--- src/rtl/wdk_pkg.sv ---
package wdk_pkg;

  typedef enum logic [1:0] {
    KS_IDLE,
    KS_ARM_KICK,
    KS_ARM_SOFT
  } key_state_t;

  localparam logic [7:0] KICK_FIRST  = 8'h1E;
  localparam logic [7:0] KICK_SECOND = 8'hE1;
  localparam logic [7:0] SOFT_FIRST  = 8'h5A;
  localparam logic [7:0] SOFT_SECOND = 8'hA5;

  localparam int CTRL_EN_BIT   = 3;
  localparam int CTRL_SOFT_BIT = 4;
  localparam int CTRL_OV_BIT   = 5;

endpackage

--- src/rtl/wdk_keyseq.sv ---
module wdk_keyseq
  import wdk_pkg::*;
(
  input  logic       clk,
  input  logic       clr_i,
  input  logic       wr_i,
  input  logic [7:0] data_i,
  output logic       kick_o,
  output logic       soft_o,
  output logic       bad_o
);

  key_state_t st_q, st_d;

  always_comb begin
    st_d   = st_q;
    kick_o = 1'b0;
    soft_o = 1'b0;
    bad_o  = 1'b0;
    if (wr_i) begin
      case (st_q)
        KS_IDLE: begin
          if (data_i == KICK_FIRST)      st_d = KS_ARM_KICK;
          else if (data_i == SOFT_FIRST) st_d = KS_ARM_SOFT;
          else                           bad_o = 1'b1;
        end
        KS_ARM_KICK: begin
          st_d = KS_IDLE;
          if (data_i == KICK_SECOND) kick_o = 1'b1;
          else                       bad_o  = 1'b1;
        end
        KS_ARM_SOFT: begin
          st_d = KS_IDLE;
          if (data_i == SOFT_SECOND) soft_o = 1'b1;
          else                       bad_o  = 1'b1;
        end
        default: st_d = KS_IDLE;
      endcase
    end
  end

  always_ff @(posedge clk) begin
    if (clr_i) st_q <= KS_IDLE;
    else       st_q <= st_d;
  end

  // at most one outcome per key write
  assert_single_outcome_R6: assert property (@(posedge clk) disable iff (clr_i)
    $onehot0({kick_o, soft_o, bad_o}));

  // an armed state only lasts until the next write
  assert_arm_consumed_R4: assert property (@(posedge clk) disable iff (clr_i)
    (wr_i && st_q != KS_IDLE) |=> st_q == KS_IDLE);

endmodule

--- src/rtl/wdk_counter.sv ---
module wdk_counter #(
  parameter int BASE_LOG2 = 14,
  parameter int SEL_W     = 3
) (
  input  logic             clk,
  input  logic             clr_i,
  input  logic             en_i,
  input  logic [SEL_W-1:0] sel_i,
  input  logic             restart_i,
  output logic             timeout_o
);

  localparam int CW = BASE_LOG2 + (1 << SEL_W) - 1;

  logic [CW-1:0] cnt_q;
  logic [CW-1:0] limit;

  always_comb begin
    limit     = (CW'(1) << (BASE_LOG2 + int'(sel_i))) - CW'(1);
    timeout_o = en_i && (cnt_q == limit);
  end

  always_ff @(posedge clk) begin
    if (clr_i || restart_i || !en_i) cnt_q <= '0;
    else                             cnt_q <= cnt_q + CW'(1);
  end

  // an enabled, undisturbed counter advances by one each cycle
  assert_count_advance_R3: assert property (@(posedge clk) disable iff (clr_i)
    (en_i && !restart_i && !timeout_o) |=> (clr_i || cnt_q == $past(cnt_q) + CW'(1)));

  // a restart returns the count to zero
  assert_restart_zero_R4: assert property (@(posedge clk) disable iff (clr_i)
    restart_i |=> cnt_q == '0);

endmodule

--- src/rtl/wdk_pulse.sv ---
module wdk_pulse #(
  parameter int LEN = 16
) (
  input  logic clk,
  input  logic rst,
  input  logic trig_i,
  output logic active_o
);

  localparam int PW = (LEN > 1) ? $clog2(LEN) : 1;

  logic [PW-1:0] cnt_q;

  always_ff @(posedge clk) begin
    if (rst) begin
      active_o <= 1'b0;
      cnt_q    <= '0;
    end else if (!active_o) begin
      if (trig_i) begin
        active_o <= 1'b1;
        cnt_q    <= '0;
      end
    end else begin
      cnt_q <= cnt_q + PW'(1);
      if (cnt_q == PW'(LEN - 1)) active_o <= 1'b0;
    end
  end

endmodule

--- src/rtl/keyed_watchdog.sv ---
module keyed_watchdog
  import wdk_pkg::*;
#(
  parameter int BASE_LOG2 = 14,
  parameter int SEL_W     = 3,
  parameter int PULSE_LEN = 16
) (
  input  logic             clk,
  input  logic             rst,
  input  logic             wr_en,
  input  logic             wr_sel,
  input  logic [7:0]       wr_data,
  output logic [SEL_W-1:0] period_sel,
  output logic             wdt_enable,
  output logic             flag_soft,
  output logic             flag_overflow,
  output logic             core_rst
);

  localparam int RW = $clog2(PULSE_LEN + 1) + 1;

  logic busy;
  logic ctrl_wr, key_wr, blk_clr;
  logic kick, soft_req, bad_key, timeout, trigger;

  assign ctrl_wr = wr_en && !wr_sel && !busy;
  assign key_wr  = wr_en &&  wr_sel && !busy;
  assign blk_clr = rst || busy;
  assign trigger = timeout || soft_req || bad_key;

  wdk_keyseq u_keys (
    .clk    (clk),
    .clr_i  (blk_clr),
    .wr_i   (key_wr),
    .data_i (wr_data),
    .kick_o (kick),
    .soft_o (soft_req),
    .bad_o  (bad_key)
  );

  wdk_counter #(.BASE_LOG2(BASE_LOG2), .SEL_W(SEL_W)) u_count (
    .clk       (clk),
    .clr_i     (blk_clr),
    .en_i      (wdt_enable),
    .sel_i     (period_sel),
    .restart_i (kick),
    .timeout_o (timeout)
  );

  wdk_pulse #(.LEN(PULSE_LEN)) u_pulse (
    .clk      (clk),
    .rst      (rst),
    .trig_i   (trigger),
    .active_o (busy)
  );

  always_ff @(posedge clk) begin
    if (rst || trigger || busy) begin
      period_sel <= '0;
      wdt_enable <= 1'b0;
    end else if (ctrl_wr) begin
      period_sel <= wr_data[SEL_W-1:0];
      wdt_enable <= wr_data[CTRL_EN_BIT];
    end
  end

  always_ff @(posedge clk) begin
    if (rst) begin
      flag_soft     <= 1'b0;
      flag_overflow <= 1'b0;
    end else begin
      flag_soft     <= (flag_soft && !(ctrl_wr && !wr_data[CTRL_SOFT_BIT]))
                       || soft_req || bad_key;
      flag_overflow <= (flag_overflow && !(ctrl_wr && !wr_data[CTRL_OV_BIT]))
                       || timeout || bad_key;
    end
  end

  assign core_rst = busy;

  // Checker state: length of the current pulse run
  logic [RW-1:0] run_q;
  always_ff @(posedge clk) begin
    if (rst || !core_rst) run_q <= '0;
    else                  run_q <= run_q + RW'(1);
  end

  assert_pulse_bound_R7: assert property (@(posedge clk) disable iff (rst)
    core_rst |-> run_q < RW'(PULSE_LEN));

  assert_pulse_full_R7: assert property (@(posedge clk) disable iff (rst)
    $fell(core_rst) |-> $past(run_q) == RW'(PULSE_LEN - 1));

  assert_cfg_cleared_R8: assert property (@(posedge clk) disable iff (rst)
    core_rst |-> (!wdt_enable && period_sel == '0));

  assert_cause_flag_R6: assert property (@(posedge clk) disable iff (rst)
    $rose(core_rst) |-> (flag_soft || flag_overflow));

  assert_soft_sticky_R9: assert property (@(posedge clk) disable iff (rst)
    (flag_soft && !(ctrl_wr && !wr_data[CTRL_SOFT_BIT])) |=> flag_soft);

  assert_ov_sticky_R9: assert property (@(posedge clk) disable iff (rst)
    (flag_overflow && !(ctrl_wr && !wr_data[CTRL_OV_BIT])) |=> flag_overflow);

  assert_ctrl_load_R2: assert property (@(posedge clk) disable iff (rst)
    (ctrl_wr && !trigger) |=> wdt_enable == $past(wr_data[CTRL_EN_BIT]));

endmodule

--- config.mk ---
export PLATFORM = sky130hd
export DESIGN_NAME = keyed_watchdog
export DESIGN_NICKNAME = d
export VERILOG_FILES = /design/src/rtl/wdk_pkg.sv /design/src/rtl/wdk_keyseq.sv /design/src/rtl/wdk_counter.sv /design/src/rtl/wdk_pulse.sv /design/src/rtl/keyed_watchdog.sv
export SDC_FILE = /design/constraint.sdc
export NUM_CORES = 1
export LEC_CHECK = 0
export CORE_ASPECT_RATIO = 1.4
export CORE_UTILIZATION = 60
export CTS_CLUSTER_SIZE = 28
export DETAILED_ROUTE_END_ITERATION = 7
export DONT_BUFFER_PORTS = 1
export PLACE_DENSITY_LB_ADDON = 0.15
export SETUP_SLACK_MARGIN = 0.05
export SKIP_LAST_GASP = 1
export SYNTH_ARGS = -nofsm -noshare
export SYNTH_HDL_FRONTEND = slang
export SYNTH_SLANG_ARGS = --single-unit
--- constraint.sdc ---
create_clock -name clk -period 2.49 [get_ports clk]
set_input_delay 0.3735 -clock clk [delete_from_list [all_inputs] [get_ports clk]]
set_output_delay 0.3735 -clock clk [all_outputs]
set_load 0.01 [all_outputs]
Word level (Yosys, flattened, before mapping) --
Index checks and enable logic that the tools add are counted.
Word-level totals: output and inout bits 7, word-level logic and storage cells 72, bits of input ports 12, flip-flop bits (word level) 34
Cells by class: add/subtract/negate cells 4, reductions and logical operators 30, muxes and demuxes 20, shift-type cells 1, equality and inequality tests 9
Operator list (number):
- $shl A1 B32 Y21 const A | 1
- $add A21 B1 Y21 const B | 1
- $eq A21 B21 Y1 | 1
- $sub A21 B2 Y21 const B | 1
- $eq A8 B8 Y1 const B | 2
- $mux W1 | 14
- $logic_or A1 B1 Y1 | 11
- $logic_and A1 B1 Y1 | 9
- $eq A8 B5 Y1 const B | 1
- $eq A8 B7 Y1 const B | 1
- $mux W4 | 2
- $logic_not A1 Y1 | 7
- $mux W2 | 3
- $add A4 B3 Y5 const A | 1
- $add A4 B1 Y4 const B | 1
- $eq A4 B4 Y1 const B | 1
- $ne A3 B1 Y1 const B | 1
- $pmux W1 S3 | 1
- $eq A2 B1 Y1 const B | 1
- $eq A2 B2 Y1 const B | 1
- $logic_not A2 Y1 | 1
- $reduce_and A2 Y1 | 1
- $reduce_bool A2 Y1 | 1

Depth between registers and ports, before layout --
Gate-level depths: netlist of the first run.
depth in word-level cells 9, mapped depth 9, depth with buffers taken out 8

By module --
Synthesis of the first run repeated with hierarchy kept, for this count alone.
Second synthesis, totals: cells, all modules 231, area, all modules 1928.1 um^2
Modules (own cells, without submodules):
- wdk_counter | cells an instance 151, area each 1217.4 um^2, instances 1, sequential area each 420.4 um^2
- keyed_watchdog | cells an instance 30, area each 264.0 um^2, instances 1, sequential area each 120.1 um^2
- wdk_pulse | cells an instance 24, area each 227.7 um^2, instances 1, sequential area each 100.1 um^2
- wdk_keyseq | cells an instance 26, area each 219.0 um^2, instances 1, sequential area each 40.0 um^2

Worst setup path after synthesis of the first run --
No wires, ideal clock.
path kind register to register, from register period_sel[1], to register wdt_enable, data arrival time 2.249 ns, path slack 0.177 ns, clock period less this slack 2.313 ns, stages on the path, launching flop included 10, cell sequence dfxtp_1 inv_1 ha_1 buf_4 nor3b_2 mux2i_1 xnor2_1 nor2_1 a2111o_1 nor2_1
Between the ends: cells in the longest elaborated chain, start to end 9
Ends and longest elaborated chain:
- from (decl) | line keyed_watchdog.sv:13 | output logic [SEL_W-1:0] period_sel,
- from (signal assigned) | line keyed_watchdog.sv:62 | period_sel <= wr_data[SEL_W-1:0];
- $add A4 B3 Y5 | line wdk_counter.sv:19 | limit = (CW'(1) << (BASE_LOG2 + int'(sel_i))) - CW'(1);
- $shl A1 B32 Y21 | line wdk_counter.sv:19
- $sub A21 B2 Y21 | line wdk_counter.sv:19
- $eq A21 B21 Y1 | line wdk_counter.sv:20 | timeout_o = en_i && (cnt_q == limit);
- $logic_and A1 B1 Y1 | line wdk_counter.sv:20
- $logic_or A1 B1 Y1 (2 in a row) | line keyed_watchdog.sv:29 | assign trigger = timeout || soft_req || bad_key;
- $logic_or A1 B1 Y1 (2 in a row) | line keyed_watchdog.sv:58 | if (rst || trigger || busy) begin
- to (signal assigned) | line keyed_watchdog.sv:63 | wdt_enable <= wr_data[CTRL_EN_BIT];
- to (decl) | line keyed_watchdog.sv:14 | output logic wdt_enable,
Every way passes these cells. A chain may end at the register's enable or synchronous reset.

Final worst setup path of the first run --
from register period_sel[2], to register period_sel[2]
Between the ends: cells in the longest elaborated chain, start to end 9
Ends and longest elaborated chain (line):
- $add A4 B3 Y5 | wdk_counter.sv:19
- $shl A1 B32 Y21 | wdk_counter.sv:19
- $sub A21 B2 Y21 | wdk_counter.sv:19
- $eq A21 B21 Y1 | wdk_counter.sv:20
- $logic_and A1 B1 Y1 | wdk_counter.sv:20
- $logic_or A1 B1 Y1 (2 in a row) | keyed_watchdog.sv:29
- $logic_or A1 B1 Y1 (2 in a row) | keyed_watchdog.sv:58
Every way passes these cells.

==> results of run 1 <==
==> cell type report <==
type                            count  area (um^2)
Inverter                            9         33.8
Tap cell                           39         48.8
Clock buffer                        6         72.6
Timing Repair Buffer                4         30.0
Clock inverter                      1         7.51
Fill cell                         261         1010
Multi-Input combinational cell    184         1240
Sequential cell                    34          681
==> power breakdown <==
group / switching (mW) / leakage, nW / internal (mW)
sequential: 0.0124 / 0.275 / 0.552
clock: 0.195 / 0.0373 / 0.191
combinational: 0.0445 / 0.367 / 0.0396
==> cells by family (layout without fill, tap and decap cells) <==
family | Yosys count | after routing
simple gates | 117 | 117
flops | 34 | 34
compound gates | 31 | 31
xor+xnor | 26 | 26
buf+inv | 17 | 20
fa+ha+maj | 7 | 7
mux | 3 | 3
==> metal layers <==
metal / up-vias / part of all wire / track usage
met2: 33 / 0.53 / 0.459
li1: 826 / - / -
met1: 789 / 0.41 / 0.254
met5: - / 0 / 0
met3: 8 / 0.044 / 0.0566
met4: 0 / 0.013 / 0.133
==> repair_timing <==
| action | 4_1_cts | 5_1_grt |
|---|---|---|
| endpoints found under the setup margin | 0 | 4 |
| gates resized for setup | 0 | 2 |
| hold buffers | 0 | 0 |
==> metrics by stage <==
step	util	cell area (um^2)	power, mW
3_3_place_gp	0.648	2020	0.653
6_report	0.675	2110	1.04
5_1_grt	0.675	2110	1.07
3_5_place_dp	0.648	2020	0.658
2_1_floorplan	-	1980	0.645
4_1_cts	0.673	2100	1.04
==> state kept, by name (all words and copies together), names as in the netlist <==
| name | cells |
|---|---|
| u_count.cnt_q | 21 |
| u_pulse.cnt_q | 4 |
| period_sel | 3 |
| u_keys.st_q | 2 |
| flag_overflow | 1 |
| flag_soft | 1 |
| u_pulse.active_o | 1 |
| wdt_enable | 1 |
==> worst paths after layout <==
path                              endpoint  depth (start not counted)
min reg2reg  u_pulse.cnt_q[3]$_SDFFE_PP0P_                          1
min                   flag_soft$_SDFF_PP0_                          1
max reg2reg     period_sel[2]$_SDFFE_PP0P_                          8
max             period_sel[2]$_SDFFE_PP0P_                          8
==> layout by cell type, fill, tap and decap left out, types with 4 or more instances in the layout <==
cell type,count
a21oi_1,6
and3_1,4
buf_4,4
clkbuf_8,5
dfxtp_1,34
ha_1,6
inv_1,9
nand2_1,14
nand2b_1,5
nand3_1,17
nand4_1,4
nor2_1,38
nor2b_1,4
nor3_1,4
nor4_1,4
o21ai_0,4
xnor2_1,15
xor2_1,11
==> cell usage after synthesis, types with 3 or more instances <==
library cell and number:
nor2_1 38, nand2_1 14, nand2b_1 5, mux2i_1 3
clkbuf_1 3, dfxtp_1 34, ha_1 7, a21oi_1 6
a21boi_0 3, inv_1 9, nand3_1 17, o21ai_0 4
nand4bb_1 3, xnor2_1 15, and3_1 4, nand4_1 4
xor2_1 11, nor3_1 4, nor2b_1 4, nor4_1 4
==> critical path, delay by kind of cell, from the launching register on <==
kind	cells	cell delay (ps)
multiplexers	1	310
AO/OA/AOI/OAI	1	470
flip-flops	1	330
XOR/XNOR	1	180
adder cells (fa/ha/maj)	1	420
buffers and inverters	1	80
AND/OR/NAND/NOR	3	430
==> results by stage, run 1 <==
Clock network:
- The maximum clock path buffer count is 2.
- The TritonCTS sink count is 34.
- The CTS tree is done.
- The number of setup buffers added after CTS is 0.
- The tree is rooted in a clkbuf_8.
- Buffers inserted during clock tree synthesis total 5.
- For the worst-skew pair, the clock arrives at the later sink with an insertion delay of 290 ps.
- After clock tree synthesis, the clock-pin slew on the worst setup and hold paths is 70 ps.
- The count of H-tree levels built during CTS is 2.

Die:
- The floorplan has 24 rows.
- The die footprint is 0.00354 mm^2.
- The die is 50.6 um wide.
- In this run the vertical extent of the chip is 70.0 um.
- The top-level port count is 19.
- The core area is 0.00312 mm^2.
- The effective utilization at floorplan is 0.635.

STA:
- The worst path needs 2280 ps of the cycle, external delays included.
- The top achievable clock speed is 438 MHz.
- The number of hold violations in the final report is 0.
- Across the routed clock network, the largest skew measured is 7.48 ps.
- Adding up every negative setup slack in the final design gives 0 ps.
- In this run the tightest slew margin relative to its limit is 0.593.
- Hold timing on the final database bottoms out at a slack of 141 ps.
- Dividing the final minimum period by the clock period gives 0.917.
- The total count of max-transition violations in the final report is 0.
- The slack of the critical path is 207 ps.
- Setup repair after global routing left no endpoint under its margin.
- The measured slew at the worst slew-check pin is 604 ps.
- The count of endpoints failing setup in the final report is 0.

GRT:
- The via count of the first global-routing pass is 1,611.
- The first global-routing pass estimated 6750 um of wire.
- Entering global routing, the biggest net connects 22 pins.
- The remaining global-route overflow is 0.
- The number of antenna violations at the first check in global routing is 0.
- The global routing usage summed across all routing layers is 0.251.

Detailed routing:
- The detailed router placed 1,656 vias in this run.
- The first routing iteration left 45 violations.
- Summed over all layers, the routed wires come to 3990 um.
- Once detail routing completed, the nets flagged for antenna violations numbered 0.
- The pre-antenna-repair detailed-routing pass consisted of 4 iterations.
- The vias per cell is 5.98.
- The total DRC errors in the routed layout is 0.
- The average routed wire per standard cell is 14.4 um.

Placed design:
- In this run, placement finished with an instance count of 270.
- OpenSTA, run right after detailed placement, puts the worst setup slack at 171 ps.
- The congestion estimate from routability-driven global placement came to 0.812.
- During placement, the flow inserted port buffers numbering 0.
- The wire-length estimate of the detail-placed layout is 2970 um.

Worst setup path:
- The required time of the critical path is 2720 ps.
- The launch instance of the worst register-to-register path is period_sel[2]$_SDFFE_PP0P_.
- The launching instance or port of the critical path is period_sel[2]$_SDFFE_PP0P_.
- The worst setup path is captured at a register.
- The kind of critical path is register to register.
- STA classifies the critical path startpoint as a register.
- The setup check on the worst reg-to-reg path leaves a slack of 210 ps.
- For this run, the slowest stage of the critical path takes 470 ps.
- The largest fanout of any net on the critical path is 10.
- For the worst setup path, the data arrival time is 2510 ps.
- The critical path goes through inv_1 -> ha_2 -> nor3b_2 -> mux2i_2 -> xnor2_1 -> nor2_1 -> a2111o_1 -> nor2_1.
- The slowest stage of the critical path is the a2111o_1 cell.
- In this design, the critical path's most frequently occurring cell is nor2_1.

Finish:
- 0 antenna diodes ended up in the layout.
- Compared with the post-synthesis result, the final layout area differs by 6.31%.
- The finished layout holds 277 standard cells, fillers aside.
- The fraction of final layout cells with drive strength greater than 1 is 0.105.
- The number of nets in the layout is 257.

Pwr:
- The leakage power is 0.679 nW.
- Dividing total power by cell area gives a power density of 491 mW/mm^2.
- IR analysis of the VDD net gives a maximum drop of 414 uV.

Yosys:
- The post-synthesis share of cell area spent on full adders, half adders and majority gates is 0.0441.
- Yosys attributes the largest share of cell area to dfxtp_1, nor2_1, xnor2_1.
- Counting flops with a built-in enable in the synthesized netlist gives 0.
- The fraction of the mapped netlist area in compound gates is 0.113.
- The synthesized netlist occupies a cell area of 0.00198 mm^2.
- Of the total synthesized cell area, the portion taken by AND, OR, NAND and NOR gates is 0.332.
- The share of synthesized area occupied by flip-flops and latches is 0.343.
- The register bit total from synthesis is 34.
- The primary flip-flop cell chosen by synthesis mapping is dfxtp_1.
- The share of synthesized area in the top cell type comes to 0.343.
- The xor/xnor share of the synthesized area is 0.115.
- The number of library cell types mapped by synthesis is 51.
- The post-synthesis mux area share is 0.0151.
- For this run, asynchronously set or reset flops after synthesis account for 0.
- The number of warnings issued by yosys is 0.
- The average instance in the mapped netlist occupies 8.44 um^2.
- Synthesis produced a netlist with a net count of 254.
- After synthesis, the largest family of logic cells by area is simple AND/OR/NAND/NOR gates.
- The number of cells produced by synthesis is 235.
- The cell type with the highest aggregate area in the netlist is dfxtp_1.

Worst hold path:
- The worst hold path begins at rst.
- The path class of the tightest hold or removal check is input pin to register.

Run:
- The number of max-cap violations is 0.

Outcome:
- The flow ran to the end, and the final reports show no timing, DRC or antenna violations.
Power figures use the tool's default switching activity.
==> run 2: changes to the inputs <==
--- a/config.mk
+++ b/config.mk
@@ -10,7 +10,7 @@
 export CTS_CLUSTER_SIZE = 28
 export DETAILED_ROUTE_END_ITERATION = 7
 export DONT_BUFFER_PORTS = 1
-export PLACE_DENSITY_LB_ADDON = 0.15
+export PLACE_DENSITY = 0.76
 export SETUP_SLACK_MARGIN = 0.05
 export SKIP_LAST_GASP = 1
 export SYNTH_ARGS = -nofsm -noshare
==> run 2 against run 1 <==
  * Cell count rose by 0.72%
  * Combinational power up 12%
  * Global-route usage is 1.3 points higher
  * First-iteration DRC count down 38%
  * Critical path type unchanged
==> results by stage, run 2 (synthesized netlist as in run 1, its figures left out) <==
Detailed routing:
- The initial detailed-routing violation count is 28 (-38%).
- The number of antenna-violating nets in the routed design came to 0 (unchanged).
- The total vias in the final route came to 1,673 (+1.0%).
- The total iterations of the first detailed-routing run is 4 (unchanged).
- The vias per cell is 6.00 (+0.30%).
- The detailed-route wire length is 4180 um (+4.9%).
- The average routed wire per standard cell is 15.0 um (+4.1%).
- The total DRC errors in the routed layout was 0 (unchanged).

Finish:
- The number of nets in the layout is 258 (+0.39%).
- The final antenna diode count came to 0 (unchanged).
- The filler cell count came to 255 (-2.3%).
- The flip-flop count of the largest register, all copies and words added is 21 (unchanged).
- The area of all placed cells without fillers was 0.00216 mm^2 (+2.3%).
- The fraction of final layout cells with drive strength greater than 1 is 0.117 (+0.0116).
- The largest registers in the layout are u_count.cnt_q (21), u_pulse.cnt_q (4), period_sel (3).
- The leading cell type in the layout, fill and taps excluded is nor2_1.
- The top cell types in the final layout, fill and taps aside, are nor2_1, dfxtp_1, nand3_1.
- The area growth from synthesis to layout is 8.70%.
- Counting flops per register, the top entry is u_count.cnt_q.

Clock network:
- The number of buffers added by the clock tree synthesis step is 5 (unchanged).
- TritonCTS built the clock tree.
- The clock tree root buffer cell is clkbuf_8.
- The TritonCTS sink count is 34 (unchanged).
- The post-cts hold buffer count is 0 (unchanged).
- The count of H-tree levels built during CTS is 2 (unchanged).
- The maximum clock path buffer count was 2 (unchanged).
- The clock-pin slew of the registers on the worst-case setup and hold paths was 70 ps (about the same).
- The later-pin clock latency in the skew report is 290 ps (about the same).

Worst hold path:
- The startpoint identified for the worst hold timing path is rst.
- The hold-critical path endpoint is flag_overflow$_SDFF_PP0_.
- The path category of the worst min-delay check is input pin to register.
- The hold-critical path depth is 1 (unchanged).

GRT:
- The met1 track demand over resource in global routing is 0.282 (+0.0277).
- The remaining global-route overflow is 0 (unchanged).
- The number of antenna violations at the first check in global routing is 0 (unchanged).
- The met2 track demand over resource came to 0.465 (+0.00593).
- The global routing usage on met3 is 0.0675 (+0.0109).
- The via count of the first global-routing pass is 1,666 (+3.4%).
- The global routing usage summed across all routing layers is 0.264 (+0.0130).
- met2 is the most crowded layer.
- The largest net degree at the start of global routing is 22 (unchanged).
- The wire length of the first global-routing pass is 7070 um (+4.8%).

Worst setup path:
- The arrival time at the worst endpoint came to 2450 ps (-60 ps).
- The critical path goes through inv_1 -> ha_4 -> nor3b_2 -> mux2i_2 -> xnor2_1 -> nor2_1 -> a2111o_1 -> nor2_1.
- The launch instance of the worst register-to-register path is period_sel[2]$_SDFFE_PP0P_.
- The largest fanout of any net on the critical path is 10 (unchanged).
- The path depth of the worst reg2reg path is 8 (unchanged).
- The slack of the worst reg-to-reg path is 250 ps (+50 ps).
- The kind of launch point of the worst setup path is a register.
- The endpoint type of the worst setup path is a register.
- The setup path with the least slack is of type register to register.
- The worst register-to-register path ends at wdt_enable$_SDFFE_PP0P_.
- Among the stages of the critical path, the cell type that occurs most often is nor2_1.
- On the critical path, the stage with the largest delay is an instance of a2111o_1.
- The largest stage delay on the critical path is 470 ps (about the same).
- The required time of the critical path came to 2710 ps (about the same).

STA:
- The final total negative setup slack is 0 ps (unchanged).
- The worst clock skew is 3.71 ps (-3.77 ps).
- The worst hold-check slack is 150 ps (+9.36 ps).
- The final period utilization is 0.898 (-0.0190).
- The slack of the critical path came to 254 ps (+47.3 ps).
- The measured slew at the worst slew-check pin is 546 ps (-58.7 ps).
- The final critical path time including I/O delays and setup is 2240 ps (-47.3 ps).
- Setup repair after global routing left no endpoint under its margin.
- The normalized max-slew margin came to 0.633 (+0.0395).
- The top achievable clock speed is 447 MHz (+2.1%).
- The total count of max-transition violations in the final report is 0 (unchanged).
- The count of endpoints failing setup in the final report came to 0 (unchanged).
- The number of hold violations in the final report came to 0 (unchanged).

Placed design:
- The minimum setup slack after placement was 63.5 ps (-107 ps).
- The HPWL after detailed placement is 2980 um (+0.29%).
- The count of buffers inserted at the top-level ports is 0 (unchanged).
- The placed cell area came to 0.00202 mm^2 (unchanged).
- The final estimated routing congestion in global placement is 0.847 (+4.2%).

Run:
- The number of max-cap violations is 0 (unchanged).

Die:
- The number of standard-cell rows in the floorplan is 24 (unchanged).
- The effective utilization at floorplan came to 0.635 (unchanged).
- The die extent in y was 70.0 um (unchanged).
- The top-level port count was 19 (unchanged).
- The die footprint is 0.00354 mm^2 (unchanged).
- The die extent in x is 50.6 um (unchanged).
- The core area is 0.00312 mm^2 (unchanged).

Pwr:
- The total power divided by cell area is 531 mW/mm^2 (+8.3%).
- The worst IR drop on VDD was 416 uV (+0.53%).
- The leakage power is 0.700 nW (+3.1%).
- The total power after layout is 1.15 mW (+11%).

Outcome:
- The flow ran to the end, and the final reports show no timing, DRC or antenna violations.
[run 2: cell types whose count changed in the layout (fill, tap and decap cells not counted)]
cell / change
clkbuf_1: +1
buf_4: +1
bufinv_16: +1
ha_1: -1
clkinvlp_4: -1
dfxtp_2: +1
dfxtp_1: -1
ha_4: +1
[run 2: how the worst max path moves through the flow]
stage / from / end / slack [ps] / depth (start not counted)
4_1_cts: period_sel[2]$_SDFFE_PP0P_ / wdt_enable$_SDFFE_PP0P_ / 90 / 8
3_5_place_dp: period_sel[2]$_SDFFE_PP0P_ / wdt_enable$_SDFFE_PP0P_ / 60 / 8
6_report: period_sel[2]$_SDFFE_PP0P_ / wdt_enable$_SDFFE_PP0P_ / 250 / 8
3_3_place_gp: period_sel[2]$_SDFFE_PP0P_ / period_sel[1]$_SDFFE_PP0P_ / 190 / 8
2_1_floorplan: period_sel[1]$_SDFFE_PP0P_ / wdt_enable$_SDFFE_PP0P_ / 180 / 9
5_1_grt: period_sel[2]$_SDFFE_PP0P_ / period_sel[2]$_SDFFE_PP0P_ / 70 / 8
[run 2: repair_timing]
item / CTS / global route
buffers inserted: 1 / 0
endpoints found under the hold margin: 0 / 0
setup endpoints to repair: 4 / 6
gates cloned: 0 / 0
resized for setup: 2 / 3
[run 2: area by class of cell]
class	instances	area, um^2	area share
clock buffers	7	76.3	0.0354
clock inverters	1	30.0	0.0139
inverters	9	33.8	0.0157
multi-input cells	184	1250	0.579
flip-flops and latches	34	682	0.316
well taps	39	48.8	0.0226
repair buffers	5	37.5	0.0174
[run 2: routing by layer]
metal / share of wire / wire [um]
met5: 0 / 0
met1: 0.41 / 1700
met2: 0.53 / 2210
met4: 0.029 / 120
met3: 0.038 / 157
[run 2: through the flow]
step | utilization | instances
global route | 0.691 | 279
detailed placement | 0.648 | 270
floorplan | - | 235
finish | 0.691 | 279
global placement | 0.648 | 270
CTS | 0.686 | 279
[run 2: report_power, final]
part           leakage (nW)  switching (mW)  internal (mW)
combinational         0.373          0.0503         0.0439
sequential            0.275         0.00929          0.552
clock                0.0524           0.192          0.299
[run 2: worst max-delay path, delay by kind of cell (launching register included)]
family                     cells  cell delay, ps
and+or+nand+nor                3             430
adders and majority gates      1             330
DFF                            1             370
buffers and inverters          1             110
muxes                          1             280
AOI/OAI and AO/OA              1             470
xor gates and xnor gates       1             180
==> run 3: changes to the inputs <==
--- a/config.mk
+++ b/config.mk
@@ -11,7 +11,7 @@
 export DETAILED_ROUTE_END_ITERATION = 7
 export DONT_BUFFER_PORTS = 1
 export PLACE_DENSITY = 0.76
-export SETUP_SLACK_MARGIN = 0.05
+export SETUP_SLACK_MARGIN = 0.1
 export SKIP_LAST_GASP = 1
 export SYNTH_ARGS = -nofsm -noshare
 export SYNTH_HDL_FRONTEND = slang
==> run 3 against run 2 <==
  * Worst hold slack worse by 0.84 ps
  * First-iteration DRC count up 7.1%
  * Maximum frequency up 1.1%
  * Flip-flop and latch count unchanged
  * Core utilization up 0.16 points
  * Via count down 1.3%
  * Die area unchanged
  * Clock power about the same
  * Wire length down 0.22%
  * Combinational power up 0.8%
  * Sequential share of layout area down 0.073 points
  * Critical path type unchanged
  * Critical endpoint is now u_pulse.cnt_q[1]$_SDFFE_PP0P_
==> results by stage, run 3 (synthesized netlist as in run 1, its figures left out) <==
STA:
- The top achievable clock speed was 452 MHz (+1.1%).
- The worst clock skew was 3.63 ps (-0.0833 ps).
- The measured slew at the worst slew-check pin came to 546 ps (+0.0659 ps).
- The final critical path time including I/O delays and setup is 2210 ps (-23.4 ps).
- The slack of the critical path is 277 ps (+23.4 ps).
- Setup repair after global routing left no endpoint under its margin.
- The number of hold violations in the final report is 0 (unchanged).
- The total count of max-transition violations in the final report is 0 (unchanged).
- The count of endpoints failing setup in the final report is 0 (unchanged).
- The final total negative setup slack is 0 ps (unchanged).
- The normalized max-slew margin came to 0.633 (about the same).
- The final period utilization is 0.889 (-0.00938).

Detailed routing:
- The total iterations of the first detailed-routing run came to 4 (unchanged).
- The initial detailed-routing violation count is 30 (+7.1%).
- The total vias in the final route is 1,652 (-1.3%).
- The detailed-route wire length is 4170 um (-0.22%).
- The average routed wire per standard cell is 15.0 um (-0.22%).
- The vias per cell is 5.92 (-1.3%).
- The total DRC errors in the routed layout is 0 (unchanged).
- The number of antenna-violating nets in the routed design is 0 (unchanged).

Worst setup path:
- The required time of the critical path is 2670 ps (-40 ps).
- The arrival time at the worst endpoint was 2390 ps (-60 ps).
- The largest fanout of any net on the critical path is 14 (+4).
- The endpoint type of the worst setup path is a register.
- In this run the worst setup path begins at period_sel[2]$_SDFFE_PP0P_.
- The worst setup path is launched from a register.
- The kind of critical path is register to register.
- The launch instance of the worst register-to-register path is period_sel[2]$_SDFFE_PP0P_.

Clock network:
- The number of buffers added by the clock tree synthesis step is 5 (unchanged).
- The clock tree root buffer cell is clkbuf_8.
- The count of H-tree levels built during CTS is 2 (unchanged).
- The TritonCTS sink count is 34 (unchanged).
- The later-pin clock latency in the skew report is 280 ps (about the same).
- The clock-pin slew of the registers on the worst-case setup and hold paths is 70 ps (about the same).
- The maximum clock path buffer count is 2 (unchanged).
- The CTS tree is done.

GRT:
- The number of antenna violations at the first check in global routing is 0 (unchanged).
- The largest net degree at the start of global routing is 22 (unchanged).
- The wire length of the first global-routing pass is 7070 um (unchanged).
- The via count of the first global-routing pass is 1,666 (unchanged).
- The global routing usage summed across all routing layers is 0.264 (unchanged).
- The remaining global-route overflow was 0 (unchanged).

Die:
- The number of standard-cell rows in the floorplan is 24 (unchanged).
- The core area is 0.00312 mm^2 (unchanged).
- The die footprint is 0.00354 mm^2 (unchanged).
- The die extent in y is 70.0 um (unchanged).
- The top-level port count is 19 (unchanged).
- The effective utilization at floorplan came to 0.635 (unchanged).
- The die extent in x was 50.6 um (unchanged).

Finish:
- The final antenna diode count is 0 (unchanged).
- The final core utilization was 0.692 (+0.00160).
- The filler cell count is 253 (-0.78%).
- The area of all placed cells without fillers was 0.00216 mm^2 (+0.23%).
- The register area came to 682 um^2 (unchanged).
- The area taken by multi-input logic gates is 0.00125 mm^2 (+0.40%).
- Relative to the synthesized area, the layout overhead comes to 8.95%.
- The number of nets in the layout is 258 (unchanged).
- The flip-flop count of the largest register, all copies and words added is 21 (unchanged).
- In the layout the commonest cells are nor2_1, dfxtp_1, nand3_1.
- The largest registers in the layout are u_count.cnt_q (21), u_pulse.cnt_q (4), period_sel (3).
- The top register by number of flip-flops is u_count.cnt_q.
- The fraction of final layout cells with drive strength greater than 1 is 0.121 (+0.00417).
- The library cell used most frequently in the layout, excluding fill and tap cells, is nor2_1.

Placed design:
- The minimum setup slack after placement was 63.5 ps (unchanged).
- The final estimated routing congestion in global placement came to 0.847 (unchanged).
- The count of buffers inserted at the top-level ports is 0 (unchanged).
- The HPWL after detailed placement is 2980 um (unchanged).
- The placed cell area is 0.00202 mm^2 (unchanged).

Pwr:
- The leakage power is 0.701 nW (about the same).
- The worst IR drop on VDD is 417 uV (+0.16%).
- The total power divided by cell area came to 531 mW/mm^2 (-0.14%).

Outcome:
- The run finished with clean final reports.

Worst hold path:
- The path category of the worst min-delay check is input pin to register.
- The worst hold path begins at rst.

Run:
- The number of max-cap violations is 0 (unchanged).
## run 3: cell counts in the layout (fill, tap and decap cells not counted)
Identical to the previous run, type by type.
## run 3: final timing paths
check,slack [ps],endpoint,depth (start not counted)
worst max-delay path,280,u_pulse.cnt_q[1]$_SDFFE_PP0P_,7
worst min-delay path,150,flag_overflow$_SDFF_PP0_,1
worst max register to register,280,u_pulse.cnt_q[1]$_SDFFE_PP0P_,7
worst min register to register,500,u_pulse.cnt_q[3]$_SDFFE_PP0P_,1
## run 3: where the power goes
| part | internal [mW] | total, mW | switching [mW] | leakage, nW |
|---|---|---|---|---|
| Clock | 0.299 | 0.491 | 0.192 | 0.0524 |
| Combinational | 0.0444 | 0.0950 | 0.0506 | 0.373 |
| Sequential | 0.552 | 0.561 | 0.00922 | 0.275 |
| Total | 0.895 | 1.15 | 0.252 | 0.701 |
## run 3: area by class of cell
cell class	instances	area share
Clock buffer	7	0.0353
Clock inverter	1	0.0139
Tap cell	39	0.0226
Timing Repair Buffer	5	0.0174
Inverter	9	0.0156
Multi-Input combinational cell	184	0.580
Sequential cell	34	0.315
## run 3: what timing repair did
action | in CTS | in global routing
resized for setup | 3 | 3
pin swaps | 0 | 1
hold buffers | 0 | 0
setup endpoints to repair | 4 | 8
buffers inserted | 1 | 0
## run 3: routing by layer
metal,part of all wire,track usage,up-vias
met5,0,0,-
met4,0.029,0.133,0
met3,0.036,0.0675,12
met2,0.52,0.465,41
met1,0.41,0.282,771
li1,-,-,828
## run 3: critical path, cell delays in order, from the launching register on
cell and delay, ps:
dfxtp_2 350, inv_1 150, ha_2 390, and3b_2 220
o211ai_1 90, nor4_1 370, nand3b_1 240, a32o_1 300
## run 3: metrics by stage
stage / total power [mW] / cells / hold WS [ps]
final: 1.15 / 279 / 149
after CTS: 1.16 / 279 / 140
after global placement: 0.654 / 270 / 444
after detailed placement: 0.658 / 270 / 452
after floorplan: 0.645 / 235 / 456
after global routing: 1.18 / 279 / 142
